`config.mk`:
```
export PLATFORM = sky130hd
export DESIGN_NAME = exc_status_ctrl
export DESIGN_NICKNAME = d
export VERILOG_FILES = /design/src/rtl/exc_pkg.sv /design/src/rtl/exc_prio_sel.sv /design/src/rtl/exc_psr_next.sv /design/src/rtl/exc_entry_out.sv /design/src/rtl/exc_status_ctrl.sv
export SDC_FILE = /design/constraint.sdc
export NUM_CORES = 1
export LEC_CHECK = 0
export ABC_AREA = 0
export BUFFER_PORTS_ARGS = -buffer_cell sky130_fd_sc_hd__buf_2
export CORE_UTILIZATION = 45
export DETAILED_ROUTE_END_ITERATION = 7
export GPL_ROUTABILITY_DRIVEN = 0
export PLACE_DENSITY = 0.81
export SLEW_MARGIN = 25
export SYNTH_ARGS = -nofsm -noshare
export SYNTH_HDL_FRONTEND = slang
export SYNTH_SLANG_ARGS = --single-unit
```
`constraint.sdc`:
```
create_clock -name clk -period 3.52 [get_ports clk]
set_clock_uncertainty 0.2 [all_clocks]
set_input_delay 0.704 -clock clk [delete_from_list [all_inputs] [get_ports clk]]
set_output_delay 0.704 -clock clk [all_outputs]
set_load 0.005 [all_outputs]
```
`src/rtl/exc_pkg.sv`:
```
package exc_pkg;

   localparam int PSR_W     = 32;
   localparam int MODE_W    = 5;
   localparam int NUM_EXC   = 7;
   localparam int VEC_OFS_W = 5;

   localparam int POS_I = 7;
   localparam int POS_F = 6;
   localparam int POS_T = 5;

   // flag nibble and low control byte store data, the rest is hardwired zero
   localparam logic [PSR_W-1:0] PSR_LIVE = 32'hF000_00FF;

   localparam logic [MODE_W-1:0] MODE_FIQ = 5'b10001;
   localparam logic [MODE_W-1:0] MODE_IRQ = 5'b10010;
   localparam logic [MODE_W-1:0] MODE_SVC = 5'b10011;
   localparam logic [MODE_W-1:0] MODE_ABT = 5'b10111;
   localparam logic [MODE_W-1:0] MODE_UND = 5'b11011;

   localparam logic [PSR_W-1:0] PSR_RESET = {24'h0, 1'b1, 1'b1, 1'b0, MODE_SVC};

   // encoding equals rank: 0 wins over every other
   typedef enum logic [2:0] {
      EX_RST  = 3'd0,
      EX_DABT = 3'd1,
      EX_FIQ  = 3'd2,
      EX_IRQ  = 3'd3,
      EX_PABT = 3'd4,
      EX_UND  = 3'd5,
      EX_SWI  = 3'd6
   } exc_e;

   function automatic logic [MODE_W-1:0] exc_mode(input exc_e e);
      case (e)
         EX_RST, EX_SWI:   exc_mode = MODE_SVC;
         EX_UND:           exc_mode = MODE_UND;
         EX_PABT, EX_DABT: exc_mode = MODE_ABT;
         EX_IRQ:           exc_mode = MODE_IRQ;
         default:          exc_mode = MODE_FIQ;
      endcase
   endfunction

   function automatic logic [VEC_OFS_W-1:0] exc_vec_ofs(input exc_e e);
      case (e)
         EX_RST:  exc_vec_ofs = 5'h00;
         EX_UND:  exc_vec_ofs = 5'h04;
         EX_SWI:  exc_vec_ofs = 5'h08;
         EX_PABT: exc_vec_ofs = 5'h0C;
         EX_DABT: exc_vec_ofs = 5'h10;
         EX_IRQ:  exc_vec_ofs = 5'h18;
         default: exc_vec_ofs = 5'h1C;
      endcase
   endfunction

endpackage

```
`src/rtl/exc_prio_sel.sv`:
```
module exc_prio_sel
   import exc_pkg::*;
#(
   parameter int N = NUM_EXC
) (
   input  logic [N-1:0] req_i,
   input  logic         irq_off_i,
   input  logic         fiq_off_i,
   output logic         any_o,
   output exc_e         win_o
);

   if (N != NUM_EXC) begin : g_bad_n
      $error("exc_prio_sel: N must equal NUM_EXC");
   end

   logic [N-1:0] elig;
   logic [N-1:0] win;
   logic [N:0]   above;

   assign above[0] = 1'b0;

   for (genvar i = 0; i < N; i++) begin : g_rank
      if (i == int'(EX_IRQ)) begin : g_irq
         assign elig[i] = req_i[i] & ~irq_off_i;
      end else if (i == int'(EX_FIQ)) begin : g_fiq
         assign elig[i] = req_i[i] & ~fiq_off_i;
      end else begin : g_plain
         assign elig[i] = req_i[i];
      end
      assign win[i]     = elig[i] & ~above[i];
      assign above[i+1] = above[i] | elig[i];
   end

   assign any_o = above[N];

   always_comb begin
      win_o = EX_RST;
      for (int k = 0; k < N; k++) begin
         if (win[k]) win_o = exc_e'(k[2:0]);
      end
   end

endmodule

```
`src/rtl/exc_psr_next.sv`:
```
module exc_psr_next
   import exc_pkg::*;
(
   input  logic [PSR_W-1:0] psr_i,
   input  logic             take_i,
   input  exc_e             sel_i,
   input  logic             sw_we_i,
   input  logic [PSR_W-1:0] sw_data_i,
   output logic [PSR_W-1:0] nxt_o
);

   logic [PSR_W-1:0] entry_w;

   always_comb begin
      entry_w               = psr_i & PSR_LIVE;
      entry_w[MODE_W-1:0]   = exc_mode(sel_i);
      entry_w[POS_I]        = 1'b1;
      entry_w[POS_T]        = 1'b0;
      if (sel_i == EX_RST || sel_i == EX_FIQ) entry_w[POS_F] = 1'b1;
      if (sel_i == EX_RST) entry_w[PSR_W-1 -: 4] = 4'h0;
   end

   always_comb begin
      if (take_i)       nxt_o = entry_w;
      else if (sw_we_i) nxt_o = sw_data_i & PSR_LIVE;
      else              nxt_o = psr_i & PSR_LIVE;
   end

endmodule

```
`src/rtl/exc_entry_out.sv`:
```
module exc_entry_out
   import exc_pkg::*;
#(
   parameter int ADDR_W  = 32,
   parameter int RET_OFS = 4
) (
   input  logic              clk,
   input  logic              rst_n,
   input  logic              take_i,
   input  exc_e              sel_i,
   input  logic [PSR_W-1:0]  psr_i,
   input  logic [ADDR_W-1:0] pc_i,
   output logic              take_o,
   output logic [ADDR_W-1:0] vec_o,
   output logic [MODE_W-1:0] mode_o,
   output logic [PSR_W-1:0]  saved_o,
   output logic [ADDR_W-1:0] link_o
);

   localparam logic [ADDR_W-1:0] RET_INC = ADDR_W'(RET_OFS);

   if (ADDR_W < VEC_OFS_W) begin : g_bad_w
      $error("exc_entry_out: ADDR_W too narrow for the vector table");
   end

   always_ff @(posedge clk or negedge rst_n) begin
      if (!rst_n) begin
         take_o  <= 1'b0;
         vec_o   <= '0;
         mode_o  <= '0;
         saved_o <= '0;
         link_o  <= '0;
      end else begin
         take_o <= take_i;
         if (take_i) begin
            vec_o   <= ADDR_W'(exc_vec_ofs(sel_i));
            mode_o  <= exc_mode(sel_i);
            saved_o <= psr_i;
            link_o  <= pc_i + RET_INC;
         end
      end
   end

endmodule

```
`src/rtl/exc_status_ctrl.sv`:
```
module exc_status_ctrl
   import exc_pkg::*;
#(
   parameter int ADDR_W  = 32,
   parameter int RET_OFS = 4
) (
   input  logic              clk,
   input  logic              rst_n,
   input  logic              rst_req,
   input  logic              und_req,
   input  logic              swi_req,
   input  logic              pabt_req,
   input  logic              dabt_req,
   input  logic              irq_req,
   input  logic              fiq_req,
   input  logic [ADDR_W-1:0] cur_pc,
   input  logic              sw_we,
   input  logic [31:0]       sw_wdata,
   output logic [31:0]       psr,
   output logic              take,
   output logic [ADDR_W-1:0] vec_addr,
   output logic [4:0]        new_mode,
   output logic [31:0]       saved_psr,
   output logic [ADDR_W-1:0] link_addr
);

   if (ADDR_W < VEC_OFS_W || ADDR_W > 64) begin : g_bad_addr
      $error("exc_status_ctrl: ADDR_W out of range");
   end
   if (RET_OFS < 0) begin : g_bad_ofs
      $error("exc_status_ctrl: RET_OFS must not be negative");
   end

   logic [NUM_EXC-1:0] req_rank;
   logic               take_now;
   exc_e               sel_now;
   logic [PSR_W-1:0]   psr_q;
   logic [PSR_W-1:0]   psr_d;

   assign req_rank[EX_RST]  = rst_req;
   assign req_rank[EX_DABT] = dabt_req;
   assign req_rank[EX_FIQ]  = fiq_req;
   assign req_rank[EX_IRQ]  = irq_req;
   assign req_rank[EX_PABT] = pabt_req;
   assign req_rank[EX_UND]  = und_req;
   assign req_rank[EX_SWI]  = swi_req;

   exc_prio_sel #(.N(NUM_EXC)) u_sel (
      .req_i     (req_rank),
      .irq_off_i (psr_q[POS_I]),
      .fiq_off_i (psr_q[POS_F]),
      .any_o     (take_now),
      .win_o     (sel_now)
   );

   exc_psr_next u_nxt (
      .psr_i     (psr_q),
      .take_i    (take_now),
      .sel_i     (sel_now),
      .sw_we_i   (sw_we),
      .sw_data_i (sw_wdata),
      .nxt_o     (psr_d)
   );

   always_ff @(posedge clk or negedge rst_n) begin
      if (!rst_n) psr_q <= PSR_RESET;
      else        psr_q <= psr_d;
   end

   exc_entry_out #(.ADDR_W(ADDR_W), .RET_OFS(RET_OFS)) u_out (
      .clk     (clk),
      .rst_n   (rst_n),
      .take_i  (take_now),
      .sel_i   (sel_now),
      .psr_i   (psr_q),
      .pc_i    (cur_pc),
      .take_o  (take),
      .vec_o   (vec_addr),
      .mode_o  (new_mode),
      .saved_o (saved_psr),
      .link_o  (link_addr)
   );

   assign psr = psr_q;

endmodule

```
==> results.md, run 1 <==
| Parameter | Reported |
|---|---|
| Count of boundary I/O pins | 208 |
| Hpwl dp | 6390 um |
| Source-to-sink clock delay at the later pin of the worst-skew pair | 340 ps |
| Pin count of the biggest net entering global routing | 66 |
| Initial cell density of the core | 47.5% |
| Cell count of the worst hold path | 2 |
| Number of hold buffers added after CTS | 0 |
| Path type of the worst min-delay path | flop to flop |
| Total iterations of the first detailed-routing run | 5 |
| Core occupancy in the finished layout | 55.3% |
| Clock sinks | 65 |
| Hold Fails Final Rpt | 0 |
| Number of antenna violations at the first check in global routing | 0 |
| Tot GR Track Use | 20.4% |
| Biggest fanout along the worst timing path | 15 |
| Power density relative to cell area | 396 mW/mm^2 |
| Total number of H-tree levels | 3 |
| Full die area | 0.00865 mm^2 |
| Reported max-cap violation count | 0 |
| Data arrival time of the critical path | 2660 ps |
| Type of destination of the critical path | flop |
| Number of instances in the synthesized netlist | 417 |
| Dominant cell by count in the synthesized netlist | sky130_fd_sc_hd__nand2_1 |
| Number of register bits inferred by synthesis | 65 |
| Max Clock Freq | 384 MHz |
| Synthesized area divided by synthesized cell count | 8.94 um^2 |
| Worst setup path class | primary input to flop |
| Setup_tns | 0 ps |
| Synth async-reset ratio | 100% |
| Leakage | 2.08 nW |
| Std-Cell Rows | 32 |
| # DRC | 0 |
| Worst setup slack after layout | 916 ps |
| Number of enable-type register cells in the synthesized netlist | 0 |
| Die Span Y | 93.0 um |
| Area post-placement | 0.00412 mm^2 |
| Detailed Route WL | 8770 um |
| Post-synthesis to final-layout area growth | 16.6% |
| Fraction of layout instances using a drive strength above 1 | 27.8% |
| Global-route congestion overflow total | 0 |
| Number of nets in the final layout | 602 |
| Clock tree from TritonCTS | yes |
| Post-synthesis cell area | 0.00373 mm^2 |
| Via count of the first global-routing pass | 2969 |
| Post-route antenna net violation count | 0 |
| Buffer count from post-CTS setup fixing | 0 |
| Number of antenna repair diodes | 0 |
| Pre-CTS setup slack | 559 ps |
| Cell chosen for the clock root | sky130_fd_sc_hd__clkbuf_8 |
| Clock-pin slew of the registers on the worst-case setup and hold paths | 80 ps |
| Maximum number of buffers from clock root to sink | 2 |
| Top cell type's share of synthesized area | 40.3% |
| Worst r2r path cells | 5 |
| CTS Buf Count | 9 |
| Detailed-route via count | 3181 |
| Result of the run | complete, no violations |
| Cell types with the highest counts after synthesis | sky130_fd_sc_hd__nand2_1 (74), sky130_fd_sc_hd__buf_4 (71), sky130_fd_sc_hd__dfrtp_1 (60) |
| Seq/Total Area, Yosys | 43.8% |
| VDD IR max | 223 uV |
| Post-route cell area | 0.00434 mm^2 |
| X dimension of the die | 93.0 um |
| Post-DR vias/cell | 5.02 |
| Crit share post-route | 74.0% |
| Yosys top cell by area | sky130_fd_sc_hd__dfrtp_1 |
| Layout filler cell count | 733 |
| Synth area leaders | sky130_fd_sc_hd__dfrtp_1 (40%), sky130_fd_sc_hd__buf_4 (14%), sky130_fd_sc_hd__nand2_1 (7.5%) |
| Setup repair after global routing missed its margin | no |
| Number of gates resized after CTS | 0 |
| Actual transition at the worst max-transition pin | 823 ps |
| Time the worst path needs with I/O delays and setup | 2600 ps |
| Wire length of the first global-routing pass | 14000 um |
| Setup Viol. Count Final | 0 |
| Final slew viol count | 0 |
| Max-Slew Margin vs Limit | 45.1% |
| Area of the core | 0.00785 mm^2 |
| Ys flop type | sky130_fd_sc_hd__dfrtp_1 |
| Required time of the worst setup path | 3580 ps |
| Critical Path Start Type | primary input |
| Number of design-rule violations left by the first detailed-router iteration | 91 |
| Wire length per cell | 13.8 um |
| Count of cell types in the netlist | 47 |
| Yosys warning total | 0 |
| # port buffers | 118 |
==> metrics by stage <==
stage	std cells	power, mW	hold WS, ps
after floorplan	485	0.957	208
after global placement	618	1.01	244
after detailed placement	618	1.02	250
after CTS	634	1.73	266
after global routing	634	1.79	290
final	634	1.72	265
==> worst max-delay path, cell delays in order <==
cell and delay (ps):
sky130_fd_sc_hd__buf_2 130, sky130_fd_sc_hd__ha_1 230, sky130_fd_sc_hd__and4_1 290, sky130_fd_sc_hd__nand4_1 480, sky130_fd_sc_hd__or4_1 630, sky130_fd_sc_hd__a31oi_1 190
==> metal layers <==
layer  GRT usage [%]  wire (um)
met5               0          0
met4            8.33         90
met3            3.74        655
met2            34.2       4330
met1            26.0       3690
==> cell families after synthesis <==
family	count (synthesis)	synth area share, %
adders and majority gates	1	0.336
DFF	65	43.8
muxes	8	2.22
and+or+nand+nor	168	22.2
xor gates and xnor gates	12	2.82
AOI/OAI and AO/OA	66	11.7
other	1	0.101
buffers and inverters	96	16.9
==> path summary, 6_finish.rpt <==
path	start	to	slack, ps
worst max-delay path	cur_pc[2]	u_out.link_o[26]$_DFFE_PN0P_	920
worst min-delay path	u_out.saved_o[2]$_DFFE_PN0P_	u_out.saved_o[2]$_DFFE_PN0P_	260
worst max register to register	psr[6]$_DFFE_PN1P_	u_out.link_o[23]$_DFFE_PN0P_	1430
worst min register to register	u_out.saved_o[2]$_DFFE_PN0P_	u_out.saved_o[2]$_DFFE_PN0P_	260
max in group asynchronous	rst_n	u_out.link_o[25]$_DFFE_PN0P_	2220
min in group asynchronous	rst_n	u_out.saved_o[30]$_DFFE_PN0P_	320
==> cells in the final DEF, fill, tap and decap left out, types with 3 or more instances in the layout <==
cell,count
sky130_fd_sc_hd__mux2i_1,6
sky130_fd_sc_hd__nor2_1,21
sky130_fd_sc_hd__a41oi_1,4
sky130_fd_sc_hd__a31oi_1,12
sky130_fd_sc_hd__o211ai_1,3
sky130_fd_sc_hd__xnor2_1,8
sky130_fd_sc_hd__conb_1,69
sky130_fd_sc_hd__buf_2,118
sky130_fd_sc_hd__nand3_1,18
sky130_fd_sc_hd__nor4_1,4
sky130_fd_sc_hd__and2_1,4
sky130_fd_sc_hd__or3_1,5
sky130_fd_sc_hd__nand2_1,74
sky130_fd_sc_hd__a21oi_1,9
sky130_fd_sc_hd__dfstp_2,5
sky130_fd_sc_hd__clkbuf_8,9
sky130_fd_sc_hd__dfrtp_1,60
sky130_fd_sc_hd__and4_1,5
sky130_fd_sc_hd__clkinv_4,3
sky130_fd_sc_hd__inv_1,5
sky130_fd_sc_hd__buf_4,3
sky130_fd_sc_hd__a32o_1,4
sky130_fd_sc_hd__o311ai_0,3
sky130_fd_sc_hd__or4_1,8
sky130_fd_sc_hd__nand2b_1,5
sky130_fd_sc_hd__o31ai_1,5
sky130_fd_sc_hd__nand4_1,9
sky130_fd_sc_hd__xor2_1,4
sky130_fd_sc_hd__nor3_1,5
sky130_fd_sc_hd__o21ai_0,18
sky130_fd_sc_hd__and3_1,3
==> final cells by class <==
cell class / instances / area [um^2] / area share, %
Tap cell: 102 / 128 / 2.94
Sequential cell: 65 / 1630 / 37.6
Clock buffer: 9 / 124 / 2.85
Timing Repair Buffer: 121 / 613 / 14.1
Clock inverter: 7 / 103 / 2.36
Inverter: 6 / 22.5 / 0.519
Multi-Input combinational cell: 324 / 1720 / 39.6
==> registers in the layout, indices dropped and copies added, names as in the netlist <==
register	count
u_out.saved_o	12
u_out.link_o	32
u_out.vec_o	3
u_out.take_o	1
psr	12
u_out.mode_o	5
==> power by group <==
part           switching (mW)  leakage, nW  internal [mW]
registers              0.0185        0.762          0.781
logic                   0.124         1.20         0.0807
clock network           0.311        0.110          0.405
total                   0.453         2.08           1.27
No activity file was read; power rests on OpenSTA's default activity.
==> run 2, diff against run 1 <==
==> constraint.sdc (replaced) <==
create_clock -name clk -period 2.6 [get_ports clk]
set_clock_uncertainty 0.2 [all_clocks]
set_input_delay 0.52 -clock clk [delete_from_list [all_inputs] [get_ports clk]]
set_output_delay 0.52 -clock clk [all_outputs]
set_load 0.005 [all_outputs]
==> run 2 against run 1 <==
Critical path depth grew 1. Via count grew 0.66%. Combinational power grew 39%. Setup slack lost 410 ps. Utilization grew 0.43 points. Power grew 23%. Sequential share of layout area shrank 0.29 points. Die area is the same. Critical path type unchanged.
==> results.md, run 2 (synthesis gave the netlist of run 1 again) <==
| Parameter | Reported | Delta |
|---|---|---|
| Critical-path top delay cell | sky130_fd_sc_hd__or4_1 |  |
| Result of the run | complete, no violations |  |
| Total iterations of the first detailed-routing run | 4 | -1 |
| Delay of the slowest critical-path stage | 470 ps | -160 ps |
| Global-route congestion overflow total | 0 | unchanged |
| # port buffers | 118 | unchanged |
| Actual transition at the worst max-transition pin | 610 ps | -213 ps |
| Path type of the worst min-delay path | primary input to flop |  |
| Hpwl dp | 6680 um | +4.4% |
| Data arrival time of the critical path | 2150 ps | -510 ps |
| Number of hold buffers added after CTS | 1 | +1 |
| Number of nets in the final layout | 609 | +1.2% |
| Number of design-rule violations left by the first detailed-router iteration | 86 | -5.5% |
| Type of destination of the critical path | flop |  |
| Final slew viol count | 0 | unchanged |
| Full die area | 0.00865 mm^2 | unchanged |
| Buffer count from post-CTS setup fixing | 0 | unchanged |
| Critical Path Source | cur_pc[2] |  |
| Number of antenna violations at the first check in global routing | 0 | unchanged |
| Cell depth of the worst setup path | 7 | +1 |
| Clock tree from TritonCTS | yes |  |
| Flop-to-flop setup slack | 540 ps | -890 ps |
| Reported max-cap violation count | 0 | unchanged |
| Detailed-route via count | 3202 | +0.66% |
| Count of boundary I/O pins | 208 | unchanged |
| Critical Path Start Type | primary input |  |
| Last element of the critical path | u_out.link_o[30]$_DFFE_PN0P_ |  |
| Wire length of the first global-routing pass | 13700 um | -2.2% |
| Setup repair after global routing missed its margin | no |  |
| Biggest fanout along the worst timing path | 15 | unchanged |
| Initial cell density of the core | 47.5% | unchanged |
| Post-synthesis to final-layout area growth | 17.5% |  |
| Clock-pin slew of the registers on the worst-case setup and hold paths | 70 ps | about the same |
| Destination of the worst register-to-register timing path | u_out.mode_o[0]$_DFFE_PN0P_ |  |
| Wire length per cell | 13.6 um | -1.6% |
| Register containing the most flip-flops in the final layout | u_out.link_o |  |
| CTS Buf Count | 9 | unchanged |
| Number of antenna repair diodes | 0 | unchanged |
| Final hold slack | 182 ps | -83.1 ps |
| Source-to-sink clock delay at the later pin of the worst-skew pair | 330 ps | about the same |
| Post-DR vias/cell | 5.00 | -0.28% |
| Die Span Y | 93.0 um | unchanged |
| Met3 wire length | 554 um | -15% |
| Cell chosen for the clock root | sky130_fd_sc_hd__clkbuf_8 |  |
| Power density relative to cell area | 485 mW/mm^2 | +22% |
| Area of the core | 0.00785 mm^2 | unchanged |
| Detailed Route WL | 8710 um | -0.65% |
| Worst setup path class | primary input to flop |  |
| VDD IR max | 176 uV | -21% |
| Crit share post-route | 80.5% |  |
| Std-Cell Rows | 32 | unchanged |
| RR Startpoint | psr[6]$_DFFE_PN1P_ |  |
| Total number of H-tree levels | 3 | unchanged |
| X dimension of the die | 93.0 um | unchanged |
| Setup_tns | 0 ps | unchanged |
| Leakage | 2.10 nW | +0.98% |
| Worst r2r path cells | 6 | +1 |
| Most common cell after layout, fill and taps aside | sky130_fd_sc_hd__buf_2 |  |
| Worst-path cell chain | buf_2 -> ha_1 -> and4_1 -> nand4_1 -> buf_4 -> or4_1 -> a31oi_1 |  |
| Hold Fails Final Rpt | 0 | unchanged |
| Max-Slew Margin vs Limit | 59.3% | +14 points |
| Max Clock Freq | 478 MHz |  |
| Clock sinks | 65 | unchanged |
| # DRC | 0 | unchanged |
| Setup Viol. Count Final | 0 | unchanged |
| Number of gates resized after CTS | 0 | unchanged |
| Maximum number of buffers from clock root to sink | 2 | unchanged |
| Routed length on met1 | 3660 um | -0.81% |
| Fraction of layout instances using a drive strength above 1 | 27.9% | +0.061 points |
| Required time of the worst setup path | 2660 ps | -920 ps |
| Commonest cells after routing, fill and taps aside | sky130_fd_sc_hd__buf_2 (118), sky130_fd_sc_hd__nand2_1 (74), sky130_fd_sc_hd__conb_1 (69) |  |
| Met2 WL post-DR | 4370 um | +1.0% |
| Post-route antenna net violation count | 0 | unchanged |
| Flip-flop count of the largest register after layout | 32 | unchanged |
| Top routing layer in use | met4 |  |
| Largest delay contributor family on the critical path | simple AND/OR/NAND/NOR gates |  |
| Time the worst path needs with I/O delays and setup | 2090 ps |  |
| Tot GR Track Use | 20.4% | -0.059 points |
| Pin count of the biggest net entering global routing | 55 | -17% |
| Buffers & Inverters on Critical Path | 2 | +1 |
| Via count of the first global-routing pass | 2903 | -2.2% |
[run 2: changes by cell type in the layout (fill, tap and decap cells not counted), sizes merged]
| cell | delta |
|---|---|
| clkinvlp | -1 |
| bufinv | -2 |
| clkinv | -2 |
| clkbuf | +5 |
| inv | -1 |
| dlygate4sd3 | +1 |
| buf | +6 |
[run 2: area by class of cell]
class | instances | area, um^2
tap | 102 | 128
fill | 743 | 3470
clock buffer | 14 | 163
timing repair buffer | 128 | 706
clock inverter | 1 | 5.00
sequential | 65 | 1630
inverter | 6 | 22.5
multi-input combinational | 324 | 1720
[run 2: worst min-delay path by stage]
stage                                 start                            to  slack [ps]  cells after the start
2_1_floorplan                         rst_n           psr[28]$_DFFE_PN0P_          20                      0
6_report                          cur_pc[1]   u_out.link_o[1]$_DFFE_PN0P_         180                      3
5_1_grt                           cur_pc[0]   u_out.link_o[0]$_DFFE_PN0P_         180                      3
4_1_cts                           cur_pc[1]   u_out.link_o[1]$_DFFE_PN0P_         170                      3
3_3_place_gp    u_out.mode_o[4]$_DFFE_PN0P_   u_out.mode_o[4]$_DFFE_PN0P_         240                      1
3_5_place_dp   u_out.saved_o[1]$_DFFE_PN0P_  u_out.saved_o[1]$_DFFE_PN0P_         250                      2
[run 2: metrics by stage]
step / std cells / area [um^2] / worst slack, ps / power, mW / util [%]
2_1_floorplan: 485 / 3980 / 437 / 1.30 / -
3_3_place_gp: 624 / 4200 / 214 / 1.37 / 53.5
3_5_place_dp: 624 / 4200 / 180 / 1.38 / 53.5
4_1_cts: 640 / 4380 / 517 / 2.14 / 55.8
5_1_grt: 640 / 4380 / 423 / 2.21 / 55.8
6_report: 640 / 4380 / 508 / 2.12 / 55.8
[run 2: power breakdown]
group	switching [mW]	internal (mW)	leakage [nW]	total (mW)
Combinational	0.167	0.116	1.25	0.283
Sequential	0.0253	1.06	0.762	1.08
Clock	0.363	0.393	0.0865	0.756
Total	0.555	1.57	2.10	2.12
[run 2: tightest hold or removal path: cells and delay by family]
kind	cells	cell delay [ps]
AND/OR/NAND/NOR	2	100
buffers and inverters	1	70
[run 2: routing by layer]
metal  track usage, %  up-vias
met3             3.98       10
met1             24.8     1513
met4             7.69        0
met2             35.5      132
met5                0        -
li1                 -     1547
